## src/rtl/rt_pkg.sv

```systemverilog
// Shared types and constants for the raster timing generator.
// Assumes: nothing; holds declarations only.
package rt_pkg;
    // Encoding of the display-enable delay selection.
    typedef enum logic [1:0] {
        SKEW_NONE = 2'd0,
        SKEW_ONE  = 2'd1,
        SKEW_TWO  = 2'd2,
        SKEW_RSVD = 2'd3
    } skew_e;

    // Width of the horizontal and vertical sync length counters.
    localparam int SYNC_CW = 4;
endpackage

```

## src/rtl/rt_hcount.sv

```systemverilog
// Horizontal character counter with horizontal visible flag and sync pulse.
// Assumes: geometry inputs are stable outside reset; h_sync_pos >= 1.
module rt_hcount #(
    parameter int HW = 8
) (
    input  logic                   clk,
    input  logic                   rst_n,
    input  logic [HW-1:0]          h_total,
    input  logic [HW-1:0]          h_disp,
    input  logic [HW-1:0]          h_sync_pos,
    input  logic [rt_pkg::SYNC_CW-1:0] h_sync_wid,
    output logic                   eol_o,
    output logic                   at_hdisp_o,
    output logic                   hvis_o,
    output logic                   hsync_o
);
    localparam int CW = rt_pkg::SYNC_CW;

    logic [HW-1:0] hcnt;
    logic [HW-1:0] hcnt_nxt;
    logic [CW-1:0] hs_cnt;
    logic          hs;

    // Decode end of line, display boundary and next position.
    always_comb begin
        eol_o      = (hcnt == h_total);
        at_hdisp_o = (hcnt == h_disp);
        hvis_o     = (hcnt < h_disp);
        hcnt_nxt   = eol_o ? '0 : hcnt + 1'b1;
    end

    // Advance the character position.
    always_ff @(posedge clk) begin
        if (!rst_n) hcnt <= '0;
        else        hcnt <= hcnt_nxt;
    end

    // Start the sync pulse at the programmed position and end it after the width.
    always_ff @(posedge clk) begin
        if (!rst_n) begin
            hs     <= 1'b0;
            hs_cnt <= '0;
        end else if (hcnt_nxt == h_sync_pos && h_sync_wid != '0) begin
            hs     <= 1'b1;
            hs_cnt <= CW'(1);
        end else if (hs) begin
            if (hs_cnt == h_sync_wid) hs <= 1'b0;
            else                      hs_cnt <= hs_cnt + 1'b1;
        end
    end

    assign hsync_o = hs;

    AST_HCNT_WRAP: assert property (@(posedge clk) disable iff (!rst_n)
        eol_o |=> (hcnt == '0));
    AST_HSYNC_ZERO_WIDTH: assert property (@(posedge clk) disable iff (!rst_n)
        (h_sync_wid == '0) |-> !hsync_o);
endmodule

```

## src/rtl/rt_vcount.sv

```systemverilog
// Vertical sequencer: raster row, character row, adjust period, vertical sync,
// vertical visible flag and frame counter. All state moves only at end of line.
// Assumes: geometry inputs stable outside reset; v_sync_pos in 1..v_total; v_disp >= 1.
module rt_vcount #(
    parameter int VW = 7,
    parameter int RW = 5,
    parameter int FW = 8
) (
    input  logic                       clk,
    input  logic                       rst_n,
    input  logic                       eol,
    input  logic [VW-1:0]              v_total,
    input  logic [VW-1:0]              v_disp,
    input  logic [VW-1:0]              v_sync_pos,
    input  logic [rt_pkg::SYNC_CW-1:0] v_sync_lines,
    input  logic [RW-1:0]              v_adjust,
    input  logic [RW-1:0]              max_row,
    output logic [RW-1:0]              ra_o,
    output logic                       vvis_o,
    output logic                       vsync_o,
    output logic                       row_wrap_o,
    output logic                       frame_end_o,
    output logic [FW-1:0]              frame_o
);
    localparam int CW = rt_pkg::SYNC_CW;

    logic [RW-1:0] ra;
    logic [VW-1:0] row;
    logic [VW-1:0] row_nxt;
    logic [RW-1:0] adj_cnt;
    logic [RW-1:0] adj_inc;
    logic          in_adj;
    logic          vvis;
    logic          vs;
    logic [CW-1:0] vs_cnt;
    logic [CW-1:0] vs_inc;
    logic [FW-1:0] frame;
    logic          last_ra;
    logic          last_row;
    logic          enter_adj;
    logic          row_step;

    // Decode row wrap, adjust entry and frame end for this line.
    always_comb begin
        last_ra     = (ra == max_row);
        last_row    = (row == v_total);
        row_nxt     = row + 1'b1;
        adj_inc     = adj_cnt + 1'b1;
        vs_inc      = vs_cnt + 1'b1;
        row_wrap_o  = eol && !in_adj && last_ra;
        enter_adj   = row_wrap_o && last_row && (v_adjust != '0);
        row_step    = row_wrap_o && !last_row;
        frame_end_o = eol && ((in_adj && adj_inc == v_adjust) ||
                              (row_wrap_o && last_row && v_adjust == '0));
    end

    // Step raster row, character row and adjust period at end of line.
    always_ff @(posedge clk) begin
        if (!rst_n) begin
            ra      <= '0;
            row     <= '0;
            in_adj  <= 1'b0;
            adj_cnt <= '0;
            vvis    <= 1'b1;
        end else if (eol) begin
            if (frame_end_o) begin
                ra     <= '0;
                row    <= '0;
                in_adj <= 1'b0;
                vvis   <= 1'b1;
            end else if (in_adj) begin
                adj_cnt <= adj_inc;
            end else if (last_ra) begin
                ra <= '0;
                if (enter_adj) begin
                    in_adj  <= 1'b1;
                    adj_cnt <= '0;
                end else begin
                    row <= row_nxt;
                    if (row_nxt == v_disp) vvis <= 1'b0;
                end
            end else begin
                ra <= ra + 1'b1;
            end
        end
    end

    // Start vertical sync on entry to its row and count its scan lines.
    always_ff @(posedge clk) begin
        if (!rst_n) begin
            vs     <= 1'b0;
            vs_cnt <= '0;
        end else if (eol) begin
            if (row_step && row_nxt == v_sync_pos) begin
                vs     <= 1'b1;
                vs_cnt <= '0;
            end else if (vs) begin
                vs_cnt <= vs_inc;
                if (vs_inc == v_sync_lines) vs <= 1'b0;
            end
        end
    end

    // Count completed frames.
    always_ff @(posedge clk) begin
        if (!rst_n)           frame <= '0;
        else if (frame_end_o) frame <= frame + 1'b1;
    end

    assign ra_o    = ra;
    assign vvis_o  = vvis;
    assign vsync_o = vs;
    assign frame_o = frame;

    AST_RA_IN_RANGE: assert property (@(posedge clk) disable iff (!rst_n)
        ra <= max_row);
    AST_ADJUST_RA_ZERO: assert property (@(posedge clk) disable iff (!rst_n)
        in_adj |-> (ra == '0));
    AST_VSYNC_LINE_ALIGNED: assert property (@(posedge clk) disable iff (!rst_n)
        !eol |=> $stable(vsync_o));
    AST_FRAME_STEP: assert property (@(posedge clk) disable iff (!rst_n)
        frame_end_o |=> (frame_o == FW'($past(frame_o) + 1'b1)));
endmodule

```

## src/rtl/rt_addr.sv

```systemverilog
// Refresh address generator: steps per clock, captures the next row start at
// the display boundary and reloads at line, row and frame starts.
// Assumes: h_disp < h_total so the capture happens inside every line.
module rt_addr #(
    parameter int AW = 14
) (
    input  logic          clk,
    input  logic          rst_n,
    input  logic [AW-1:0] start_addr,
    input  logic          eol,
    input  logic          at_hdisp,
    input  logic          row_wrap,
    input  logic          frame_end,
    output logic [AW-1:0] ma_o
);
    logic [AW-1:0] ma;
    logic [AW-1:0] line_addr;
    logic [AW-1:0] next_row_addr;

    // Capture the address following the last displayed character.
    always_ff @(posedge clk) begin
        if (!rst_n)        next_row_addr <= start_addr;
        else if (at_hdisp) next_row_addr <= ma;
    end

    // Step the address, reloading at line, row and frame boundaries.
    always_ff @(posedge clk) begin
        if (!rst_n) begin
            ma        <= start_addr;
            line_addr <= start_addr;
        end else if (eol) begin
            if (frame_end) begin
                ma        <= start_addr;
                line_addr <= start_addr;
            end else if (row_wrap) begin
                ma        <= next_row_addr;
                line_addr <= next_row_addr;
            end else begin
                ma <= line_addr;
            end
        end else begin
            ma <= ma + 1'b1;
        end
    end

    assign ma_o = ma;

    AST_MA_STEP: assert property (@(posedge clk) disable iff (!rst_n)
        !eol |=> (ma_o == AW'($past(ma_o) + 1'b1)));
    AST_FRAME_RELOAD: assert property (@(posedge clk) disable iff (!rst_n)
        frame_end |=> (ma_o == start_addr));
endmodule

```

## src/rtl/rt_skew.sv

```systemverilog
// Display enable with a selectable delay of the horizontal visible flag.
// Assumes: skew stable outside reset; history reads as not visible after reset.
module rt_skew #(
    parameter int MAXSKEW = 2
) (
    input  logic       clk,
    input  logic       rst_n,
    input  logic       hvis,
    input  logic       vvis,
    input  logic [1:0] skew,
    output logic       de_o
);
    import rt_pkg::*;

    logic [MAXSKEW-1:0] hist;
    logic               sel;

    // Shift the horizontal visible flag into the history.
    generate
        if (MAXSKEW == 1) begin : g_one
            always_ff @(posedge clk) begin
                if (!rst_n) hist <= '0;
                else        hist <= hvis;
            end
        end else begin : g_many
            always_ff @(posedge clk) begin
                if (!rst_n) hist <= '0;
                else        hist <= {hist[MAXSKEW-2:0], hvis};
            end
        end
    endgenerate

    // Pick the delayed tap and gate with vertical visibility.
    always_comb begin
        case (skew_e'(skew))
            SKEW_ONE: sel = hist[0];
            SKEW_TWO: sel = hist[MAXSKEW-1];
            default:  sel = hvis;
        endcase
        de_o = sel & vvis;
    end

    AST_DE_NEEDS_VVIS: assert property (@(posedge clk) disable iff (!rst_n)
        !vvis |-> !de_o);
endmodule

```

## src/rtl/crt_raster_timer.sv

```systemverilog
// Top of the raster timing generator: ties the horizontal counter, vertical
// sequencer, address generator and display-enable delay together.
// Assumes: geometry inputs come from a register block and change only under reset.
module crt_raster_timer #(
    parameter int HW = 8,
    parameter int VW = 7,
    parameter int RW = 5,
    parameter int AW = 14,
    parameter int FW = 8
) (
    input  logic          clk,
    input  logic          rst_n,
    input  logic [HW-1:0] h_total,
    input  logic [HW-1:0] h_disp,
    input  logic [HW-1:0] h_sync_pos,
    input  logic [3:0]    h_sync_wid,
    input  logic [VW-1:0] v_total,
    input  logic [VW-1:0] v_disp,
    input  logic [VW-1:0] v_sync_pos,
    input  logic [3:0]    v_sync_lines,
    input  logic [RW-1:0] v_adjust,
    input  logic [RW-1:0] max_row,
    input  logic [AW-1:0] start_addr,
    input  logic [1:0]    skew,
    output logic          de,
    output logic          hsync,
    output logic          vsync,
    output logic [AW-1:0] ma,
    output logic [RW-1:0] ra,
    output logic [FW-1:0] frame_cnt
);
    logic eol;
    logic at_hdisp;
    logic hvis;
    logic vvis;
    logic row_wrap;
    logic frame_end;

    rt_hcount #(.HW(HW)) u_h (
        .clk(clk), .rst_n(rst_n),
        .h_total(h_total), .h_disp(h_disp),
        .h_sync_pos(h_sync_pos), .h_sync_wid(h_sync_wid),
        .eol_o(eol), .at_hdisp_o(at_hdisp), .hvis_o(hvis), .hsync_o(hsync)
    );

    rt_vcount #(.VW(VW), .RW(RW), .FW(FW)) u_v (
        .clk(clk), .rst_n(rst_n), .eol(eol),
        .v_total(v_total), .v_disp(v_disp), .v_sync_pos(v_sync_pos),
        .v_sync_lines(v_sync_lines), .v_adjust(v_adjust), .max_row(max_row),
        .ra_o(ra), .vvis_o(vvis), .vsync_o(vsync),
        .row_wrap_o(row_wrap), .frame_end_o(frame_end), .frame_o(frame_cnt)
    );

    rt_addr #(.AW(AW)) u_a (
        .clk(clk), .rst_n(rst_n), .start_addr(start_addr),
        .eol(eol), .at_hdisp(at_hdisp), .row_wrap(row_wrap),
        .frame_end(frame_end), .ma_o(ma)
    );

    rt_skew #(.MAXSKEW(2)) u_s (
        .clk(clk), .rst_n(rst_n), .hvis(hvis), .vvis(vvis),
        .skew(skew), .de_o(de)
    );

    AST_SYNC_LOW_IN_RESET: assert property (@(posedge clk)
        !rst_n |=> (!hsync && !vsync && frame_cnt == '0));
endmodule

```

## config.mk

```make
export PLATFORM = sky130hd
export DESIGN_NAME = crt_raster_timer
export DESIGN_NICKNAME = d
export VERILOG_FILES = /design/src/rtl/rt_pkg.sv /design/src/rtl/rt_hcount.sv /design/src/rtl/rt_vcount.sv /design/src/rtl/rt_addr.sv /design/src/rtl/rt_skew.sv /design/src/rtl/crt_raster_timer.sv
export SDC_FILE = /design/constraint.sdc
export NUM_CORES = 1
export LEC_CHECK = 0
export BUFFER_PORTS_ARGS = -buffer_cell sky130_fd_sc_hd__buf_4
export CAP_MARGIN = 20
export CORE_MARGIN = 4
export CORE_UTILIZATION = 58
export CTS_BUF_LIST = sky130_fd_sc_hd__clkbuf_8
export DETAILED_ROUTE_END_ITERATION = 10
export PLACE_DENSITY = 0.88
export SLEW_MARGIN = 10
export SYNTH_ARGS = -nofsm -noshare
export SYNTH_HDL_FRONTEND = slang
export SYNTH_HIERARCHICAL = 1
export SYNTH_SLANG_ARGS = --single-unit
```

## constraint.sdc

```tcl
create_clock -name clk -period 3.2 [get_ports clk]
set_input_delay 0.16 -clock clk [delete_from_list [all_inputs] [get_ports clk]]
set_output_delay 0.16 -clock clk [all_outputs]
set_load 0.005 [all_outputs]
```

# Word-level counts from Yosys, hierarchy flattened
# Index checks and enable logic that the tools add are counted.
dict set report totals {
  elab_cells 116
  ff_bits 89
  output_inout_bits 30
  in_bits 81
}
dict set report classes {
  magnitude_cmp 1
  n_eq_ne 17
  mux 40
  reduce_logical 30
  bitwise 4
  add_sub_neg 8
}
# cell n
set ops {}
lappend ops {{$mux W14} 8}
lappend ops {{$mux W5} 6}
lappend ops {{$mux W7} 4}
lappend ops {{$eq A8 B8 Y1} 3}
lappend ops {{$eq A7 B7 Y1} 3}
lappend ops {{$mux W1} 18}
lappend ops {{$add A8 B1 Y8 const B} 2}
lappend ops {{$add A14 B1 Y14 const B} 1}
lappend ops {{$reduce_bool A2 Y1} 6}
lappend ops {{$add A5 B1 Y5 const B} 2}
lappend ops {{$eq A5 B5 Y1} 2}
lappend ops {{$logic_and A1 B1 Y1} 10}
lappend ops {{$add A4 B1 Y4 const B} 2}
lappend ops {{$eq A4 B4 Y1} 2}
lappend ops {{$lt A8 B8 Y1} 1}
lappend ops {{$mux W4} 2}
lappend ops {{$mux W8} 1}
lappend ops {{$reduce_and A2 Y1} 4}
lappend ops {{$reduce_and A4 Y1} 2}
lappend ops {{$add A7 B1 Y7 const B} 1}
lappend ops {{$ne A2 B1 Y1 const B} 3}
lappend ops {{$logic_not A5 Y1} 1}
lappend ops {{$reduce_and A5 Y1} 1}
lappend ops {{$reduce_bool A5 Y1} 1}
lappend ops {{10 further kinds} 14}

# Logic depth before layout (Yosys ltp)
# Gate-level depths: netlist of run 1.
dict set report logic_depth {
  word_depth 10
  depth_mapped 17
  mapped_depth_nobuf 12
}

# Cells and area by module
# Netlist of run 1, hierarchy kept.
# mod cells_each instances area_per_inst_um2 seq_area_each_um2
set modules_own_cells {}
lappend modules_own_cells {rt_vcount 273 1 2346.0 640.6}
lappend modules_own_cells {rt_addr 194 1 2213.4 1121.1}
lappend modules_own_cells {rt_hcount 139 1 1144.8 260.2}
lappend modules_own_cells {rt_skew 11 1 108.9 40.0}

# Worst setup path before layout of run 1
# No wires, ideal clock.
dict set report synth_path {
  kind {register to register}
  startpoint {register u_h.hcnt[2]}
  endpoint {register u_a.ma[12] (netlist: u_a/ma_o[12])}
  arrival_time_ns 2.831
  setup_slack_ns 0.246
  path_buffers 4
  setup_time_ns 0.122
  period_less_slack_ns 2.954
  stages_incl_launch_ff 17
  cell_sequence {dfxtp_1 > buf_2 > xnor2_1 > and4_1 > nand2_2 > inv_1 > nand2b_1 > nor3_4 > nand4_4 > buf_6 > nand2_1 > buf_2 > nand2b_1 > buf_6 > mux2_2 > nor2_1 > o21ai_1}
}
dict set report synth_between {
  elab_chain_cells 10
  word_cells_on_any_way 11
  classes_between {eq/ne (1); mux (4); reduce/logical (6)}
}
# item line
set synth_rtl {}
lappend synth_rtl {{start, declared} rt_hcount.sv:19} ;# logic [HW-1:0] hcnt;
lappend synth_rtl {{start signal, assigned} rt_hcount.sv:35} ;# else hcnt <= hcnt_nxt;
lappend synth_rtl {{$eq A8 B8 Y1} rt_hcount.sv:26} ;# eol_o = (hcnt == h_total);
lappend synth_rtl {{named net eol} crt_raster_timer.sv:32} ;# logic eol;
lappend synth_rtl {{$logic_and A1 B1 Y1 (2 in series)} rt_vcount.sv:50} ;# row_wrap_o = eol && !in_adj && last_ra;
lappend synth_rtl {{named net row_wrap} crt_raster_timer.sv:36} ;# logic row_wrap;
lappend synth_rtl {{$logic_and A1 B1 Y1 (2 in series)} rt_vcount.sv:54} ;# (row_wrap_o && last_row && v_adjust == '0));
lappend synth_rtl {{$logic_or A1 B1 Y1} rt_vcount.sv:53} ;# frame_end_o = eol && ((in_adj && adj_inc == v_adjust) ||
lappend synth_rtl {{$logic_and A1 B1 Y1} rt_vcount.sv:53}
lappend synth_rtl {{named net frame_end} crt_raster_timer.sv:37} ;# logic frame_end;
lappend synth_rtl {{$mux W14} n/a}
lappend synth_rtl {{$mux W14} rt_addr.sv:31} ;# end else if (eol) begin
lappend synth_rtl {{$mux W14} rt_addr.sv:28} ;# if (!rst_n) begin
lappend synth_rtl {{end signal, assigned} rt_addr.sv:29} ;# ma <= start_addr;
lappend synth_rtl {{end signal, assigned} rt_addr.sv:33} ;# ma <= start_addr;
lappend synth_rtl {{end signal, assigned} rt_addr.sv:36} ;# ma <= next_row_addr;
lappend synth_rtl {{end, declared} rt_addr.sv:16} ;# logic [AW-1:0] ma;
# The timed path passes the listed nets, and every way through them passes these cells.
# A chain may end at the register's enable or synchronous reset.

# Final worst setup path of run 1
dict set report layout_path {
  startpoint {register u_h.hcnt[7]}
  endpoint {register u_a.ma[11] (netlist: u_a/ma_o[11])}
}
# The elaborated chain is that of the path after synthesis.

==> results of run 1 <==
-- worst max path at each step --
stage / cells after the start / end / slack, ps / from
2_1_floorplan: 16 / u_a/ma_o[12] / 250 / u_h/hcnt[2]
4_1_cts: 14 / u_a/ma_o[11] / 90 / u_h/hcnt[1]
3_3_place_gp: 13 / u_a/line_addr[11] / 270 / u_h/hcnt[1]
6_report: 14 / u_a/ma_o[11] / 250 / u_h/hcnt[7]
5_1_grt: 14 / u_a/ma_o[11] / 1 / u_h/hcnt[6]
3_5_place_dp: 14 / u_a/ma_o[11] / 130 / u_h/hcnt[1]
-- area by class of cell --
cell class | count | area share
clock buffer | 9 | 0.01782
multi-input combinational | 483 | 0.5070
sequential | 89 | 0.2968
tap | 133 | 0.02394
clock inverter | 7 | 0.009179
inverter | 20 | 0.01080
timing repair buffer | 124 | 0.1344
-- report_power, final --
part / leakage, uW / internal, uW / switching, uW / total (uW)
registers: 0.000776 / 1230 / 65.5 / 1300
logic: 0.00201 / 228 / 194 / 422
clock network: 0.0000899 / 299 / 450 / 749
total: 0.00288 / 1760 / 710 / 2470
-- worst max-delay path: stages (launching register included) --
cell	delay [ps]
dfxtp_1	420
xnor2_1	170
and4_1	280
nand2_2	150
inv_2	150
nand2b_1	120
nor3_4	250
nand4_4	230
nand2_1	150
nand2b_1	130
buf_6	230
buf_4	200
nor2_2	70
o21ai_1	190
o211ai_2	100
-- registers in the layout, summed over array words and instances, names as in the netlist --
name	flops
u_a/line_addr	14
u_a/ma_o	14
u_a/next_row_addr	14
u_h/hcnt	8
u_h/hs_cnt	4
u_h/hsync_o	1
u_s/hist	2
u_v/adj_cnt	5
u_v/frame_o	8
u_v/in_adj	1
u_v/ra_o	5
u_v/row	7
u_v/vs_cnt	4
u_v/vsync_o	1
u_v/vvis_o	1
-- placed cells by master, fill, tap and decap left out, types with 7 or more instances in the layout --
master / Yosys / final
a21o_1: 13 / 13
nand2_1: 57 / 57
nor3_1: 13 / 13
edfxtp_1: 28 / 28
ha_1: 18 / 18
clkbuf_8: 0 / 9
nand2b_1: 11 / 11
a21oi_1: 32 / 32
mux2i_1: 24 / 24
o21ai_0: 12 / 12
nand4_1: 14 / 14
a22oi_1: 8 / 8
mux2_2: 10 / 10
inv_1: 19 / 18
nand3_1: 24 / 24
nor2_1: 33 / 33
xor2_1: 29 / 29
and2_1: 8 / 8
nor2b_1: 13 / 13
xnor2_1: 45 / 45
buf_4: 2 / 123
dfxtp_1: 61 / 60
o21ai_1: 11 / 11
a21boi_0: 7 / 7
-- cells by family (layout without fill, tap and decap cells) --
family,count (synthesis),count (layout),synth area share
compound gates,130,130,0.1589
xor+xnor,79,79,0.1317
fa+ha+maj,18,18,0.03874
buf+inv,45,160,0.03896
flops,89,89,0.3547
mux,38,38,0.06845
simple gates,218,218,0.2086
-- layer usage --
layer | share of wire | GRT usage
met1 | 0.43 | 0.3196
met2 | 0.50 | 0.4418
met3 | 0.047 | 0.03343
met4 | 0.023 | 0.09197
met5 | 0 | 0
-- per-stage QoR --
stage               instance area [um^2]  setup WS [ps]  instances
floorplan                           5813          246.4        617
global placement                    6759          269.2        849
detailed placement                  6759          126.4        849
CTS                                 6947          92.32        865
global route                        6952          1.433        865
finish                              6952          249.5        865
-- what timing repair did --
action,4_1_cts,5_1_grt
hold endpoints to repair,0,0
endpoints found under the setup margin,0,8
gates resized for setup,0,3
==> impl_metrics.ini, run 1 <==
[final_layout]
fin_util = 0.7112
num_antenna_cells = 0
nNetsFinal = 826
area_delta_synth_final_pct = 19.59
ff_latch_area_um2 = 2063
layout-drive-gt1-share = 0.2445
fill_cells = 735
multiInputGateArea_um2 = 3525

[critical_path]
reg2reg_depth = 14
worstReg2RegEnd = u_a/ma_o[11]
critPathRequiredTime_ps = 3440
startpoint_type = register
r2r_start = u_h/hcnt[7]
endpoint_kind = register
r2r_slack_ps = 250
crit_type = register to register
critPathMaxFanout = 22
arrival_ps = 3190

[sta]
clock_skew_ps = 9.669
fin_crit_ps = 2951
setup_tns_ps = 0
drv_slew = 0
setup_viol = 0
tightestPinTransition_ps = 799.6
hold_ws_ps = 67.32
rsz0062_at_grt = false
timing.fmax_mhz = 338.9
hold_viol = 0
finalCritPeriodShare = 0.9220
slew_headroom = 0.4669

[synthesis]
syn_area_um2 = 5813
synth_nets = 716
synth_seq_cells = 89
ys_types = 76
yosysMostFrequentCell = dfxtp_1
syn_inst = 617
synthFlopType = dfxtp_1
ys_top_cells_by_area = dfxtp_1 21%, edfxtp_1 14%, xnor2_1 6.8%
ys_seq_area_frac = 0.3547
yosysTopAreaCell = dfxtp_1
netlist_top_cells_count = 61 x dfxtp_1, 57 x nand2_1, 45 x xnor2_1, 33 x nor2_1, 32 x a21oi_1
ys_async_sr_fraction = 0
synth_top_area_share = 0.2101
synth_edf_count = 28
yosys_warnings = 6
avgSynthCellArea_um2 = 9.422

[global_route]
antenna_found_initial = 0
track_usage = 0.2529
grt_pass1_wl_um = 24090
gr-total-overflow = 0
first_global_vias = 5176
grt_max_degree = 42

[placement]
dp_hpwl_um = 10830
gp_congestion = 0.9641
portBuffers = 110

[clocking]
cts_num_sinks = 89
cts-hold-fix-buffers = 0
clock_path_buffers = 2
clk_pin_slew_ps = 100
clockRootBuffer = clkbuf_8
htree_levels = 3
clock_latency_ps = 360
cts_setup_buffers = 0
numCtsBuffers = 9
cts_tree = yes

[floorplan]
core-area_um2 = 9774
placementRows = 36
io_pins = 111
start_util = 0.5947
die_w_um = 108.1
die_area_um2 = 11690
die_h_um = 108.1

[drt]
drc = 0
drt.antenna.violating_nets = 0
via_per_inst = 5.837
drtPass1Iterations = 5
drt_wl_total_um = 14160
drt-wirelength-per-cell_um = 16.37
routed-via-count = 5049
drt_iter0_markers = 309

[power]
p_total_uw = 2470
max-vdd-ir-drop_uv = 240.6
pwr_density_cell_nw_per_um2 = 355.4
p_leak_uw = 0.002877

[min_path]
hp-class = primary input to register
hold-path-endpoint = u_a/ma_o[2]
hold_depth = 3
hold_start = start_addr[2]

[job]
drv_cap = 0

[run_status]
outcome = completed
(Power assumes the default switching activity.)
==> run 2: changes to the inputs <==
--- a/config.mk
+++ b/config.mk
@@ -8,10 +8,10 @@
 export BUFFER_PORTS_ARGS = -buffer_cell sky130_fd_sc_hd__buf_4
 export CAP_MARGIN = 20
 export CORE_MARGIN = 4
-export CORE_UTILIZATION = 58
+export CORE_UTILIZATION = 30
 export CTS_BUF_LIST = sky130_fd_sc_hd__clkbuf_8
 export DETAILED_ROUTE_END_ITERATION = 10
-export PLACE_DENSITY = 0.88
+export PLACE_DENSITY = 0.54
 export SLEW_MARGIN = 10
 export SYNTH_ARGS = -nofsm -noshare
 export SYNTH_HDL_FRONTEND = slang
==> run 2 against run 1 <==
  * Clock power is 21% higher
  * Critical path depth down 1
  * Sequential share of layout area is 0.96 points lower
  * Wire length rose by 13%
  * Global-route usage shrank 11 points
  * Fmax grew 1.2%
  * Cell area up 3.3%
  * First-iteration DRC count fell by 19%
  * Combinational power increased by 2%
  * Flip-flop and latch count is the same
==> impl_metrics.ini, run 2 (synthesis gave the netlist of run 1 again) <==
[run_status]
outcome = completed

[drt]
drt-wirelength-per-cell_um = 16.00
drc = 0
via_per_inst = 4.993
drtPass1Iterations = 4
routed-via-count = 4978
drt_wl_total_um = 15950
drt.antenna.violating_nets = 0
drt_iter0_markers = 250

[final_layout]
nNetsFinal = 831
final_cells = 997
area_delta_synth_final_pct = 23.53
ff_latch_area_um2 = 2062
final_common_cell = buf_4
fill_cells = 1948
num_antenna_cells = 0
multiInputGateArea_um2 = 3527
layout_common_cells = 129 x buf_4, 61 x dfxtp_1, 57 x nand2_1, 45 x xnor2_1, 33 x nor2_1
layout-drive-gt1-share = 0.2483

[job]
drv_cap = 0

[critical_path]
crit_path_cell_trace = xnor2_1 > and4_1 > nand2_2 > inv_1 > nand2b_1 > nor3_4 > nand4_4 > nand2_1 > nand2b_2 > buf_4 > nor2_2 > a211oi_2 > o211ai_2
startpoint_type = register
crit_family = simple AND/OR/NAND/NOR gates
critPathMaxFanout = 14
critPathMaxStageDelay_ps = 410
r2r_slack_ps = 290
arrival_ps = 3180
crit_buf_inv = 2
crit_slowest_cell = dfxtp_1
crit_type = register to register
critPathRequiredTime_ps = 3470
endpoint_kind = register

[sta]
clock_skew_ps = 16.24
tightestPinTransition_ps = 867.5
finalWorstSetupSlack_ps = 285.1
drv_slew = 0
rsz0062_at_grt = false
setup_tns_ps = 0
fin_crit_ps = 2915
slew_headroom = 0.4217
timing.fmax_mhz = 343.1
setup_viol = 0
finalCritPeriodShare = 0.9109
hold_viol = 0
hold_ws_ps = 37.61

[global_route]
grt_max_degree = 42
antenna_found_initial = 0
track_usage = 0.1463
first_global_vias = 5046
grt_pass1_wl_um = 25890
gr-total-overflow = 0

[clocking]
cts_tree = yes
clock_path_buffers = 2
clockRootBuffer = clkbuf_8
clk_pin_slew_ps = 100
clock_latency_ps = 380
numCtsBuffers = 9
cts_setup_buffers = 0
cts_resized = 0
cts_num_sinks = 89
htree_levels = 3
cts-hold-fix-buffers = 0

[placement]
place_ws_ps = 125.8
gp_congestion = 0.8061
dp_cells = 981
portBuffers = 110
dp_hpwl_um = 12040

[power]
internal_power_uw = 1911
p_total_uw = 2633
p_switching_uw = 721.8
combPwrFrac = 0.163
pwr_density_cell_nw_per_um2 = 366.7
swShare = 0.2741
p_leak_uw = 0.002924
max-vdd-ir-drop_uv = 158.2
p_seq_frac = 0.493
power_frac_clock = 0.344

[floorplan]
die_area_um2 = 21670
placementRows = 50
die_w_um = 147.2
die_h_um = 147.2
start_util = 0.3077
core-area_um2 = 18890
io_pins = 111

[min_path]
hp-class = primary input to register
-- run 2: cell count changes in the layout (fill, tap and decap cells not counted), sizes merged --
cell	previous run	this run
buf	124	129
bufinv	0	2
clkinv	2	1
clkinvlp	2	1
-- run 2: layer usage --
metal / wire length, um / GRT usage / vias up
li1: - / - / 2461
met1: 7262 / 0.1905 / 2379
met5: 0 / 0 / -
met2: 7652 / 0.2431 / 118
met4: 310 / 0.05592 / 0
met3: 725 / 0.02498 / 20
-- run 2: power groups by stage --
stage | registers [uW] | clock network, uW | logic [uW]
CTS | 1300 | 948 | 434
global placement | 1320 | 0 | 421
detailed placement | 1320 | 0 | 431
floorplan | 1310 | 0 | 231
global route | 1310 | 992 | 475
finish | 1300 | 906 | 430
-- run 2: area by class of cell --
cell class / count / share of cell area
tap: 260 / 0.04530
timing repair buffer: 129 / 0.1349
sequential: 89 / 0.2872
clock inverter: 7 / 0.01377
inverter: 20 / 0.01045
clock buffer: 9 / 0.01725
multi-input combinational: 483 / 0.4912
-- run 2: per-stage QoR --
| stage | area, um^2 | util |
|---|---|---|
| 6_report | 7181 | 0.3801 |
| 5_1_grt | 7181 | 0.3801 |
| 4_1_cts | 7178 | 0.3799 |
| 3_5_place_dp | 6955 | 0.3681 |
| 3_3_place_gp | 6955 | 0.3681 |
| 2_1_floorplan | 5813 | - |
-- run 2: final timing paths --
kind | startpoint | end | cells after the start
setup / recovery | u_h/hcnt[6] | u_a/ma_o[10] | 13
hold / removal | start_addr[12] | u_a/ma_o[12] | 3
setup reg to reg | u_h/hcnt[6] | u_a/ma_o[10] | 13
hold reg to reg | u_v/frame_o[7] | u_v/frame_o[7] | 2
-- run 2: worst register-to-register path, cell delays in order, from the launching register on --
cell and delay, ps:
dfxtp_1 410, xnor2_1 160, and4_1 270, nand2_2 140
inv_1 180, nand2b_1 140, nor3_4 250, nand4_4 230
nand2_1 150, nand2b_2 240, buf_4 260, nor2_2 80
a211oi_2 200, o211ai_2 110
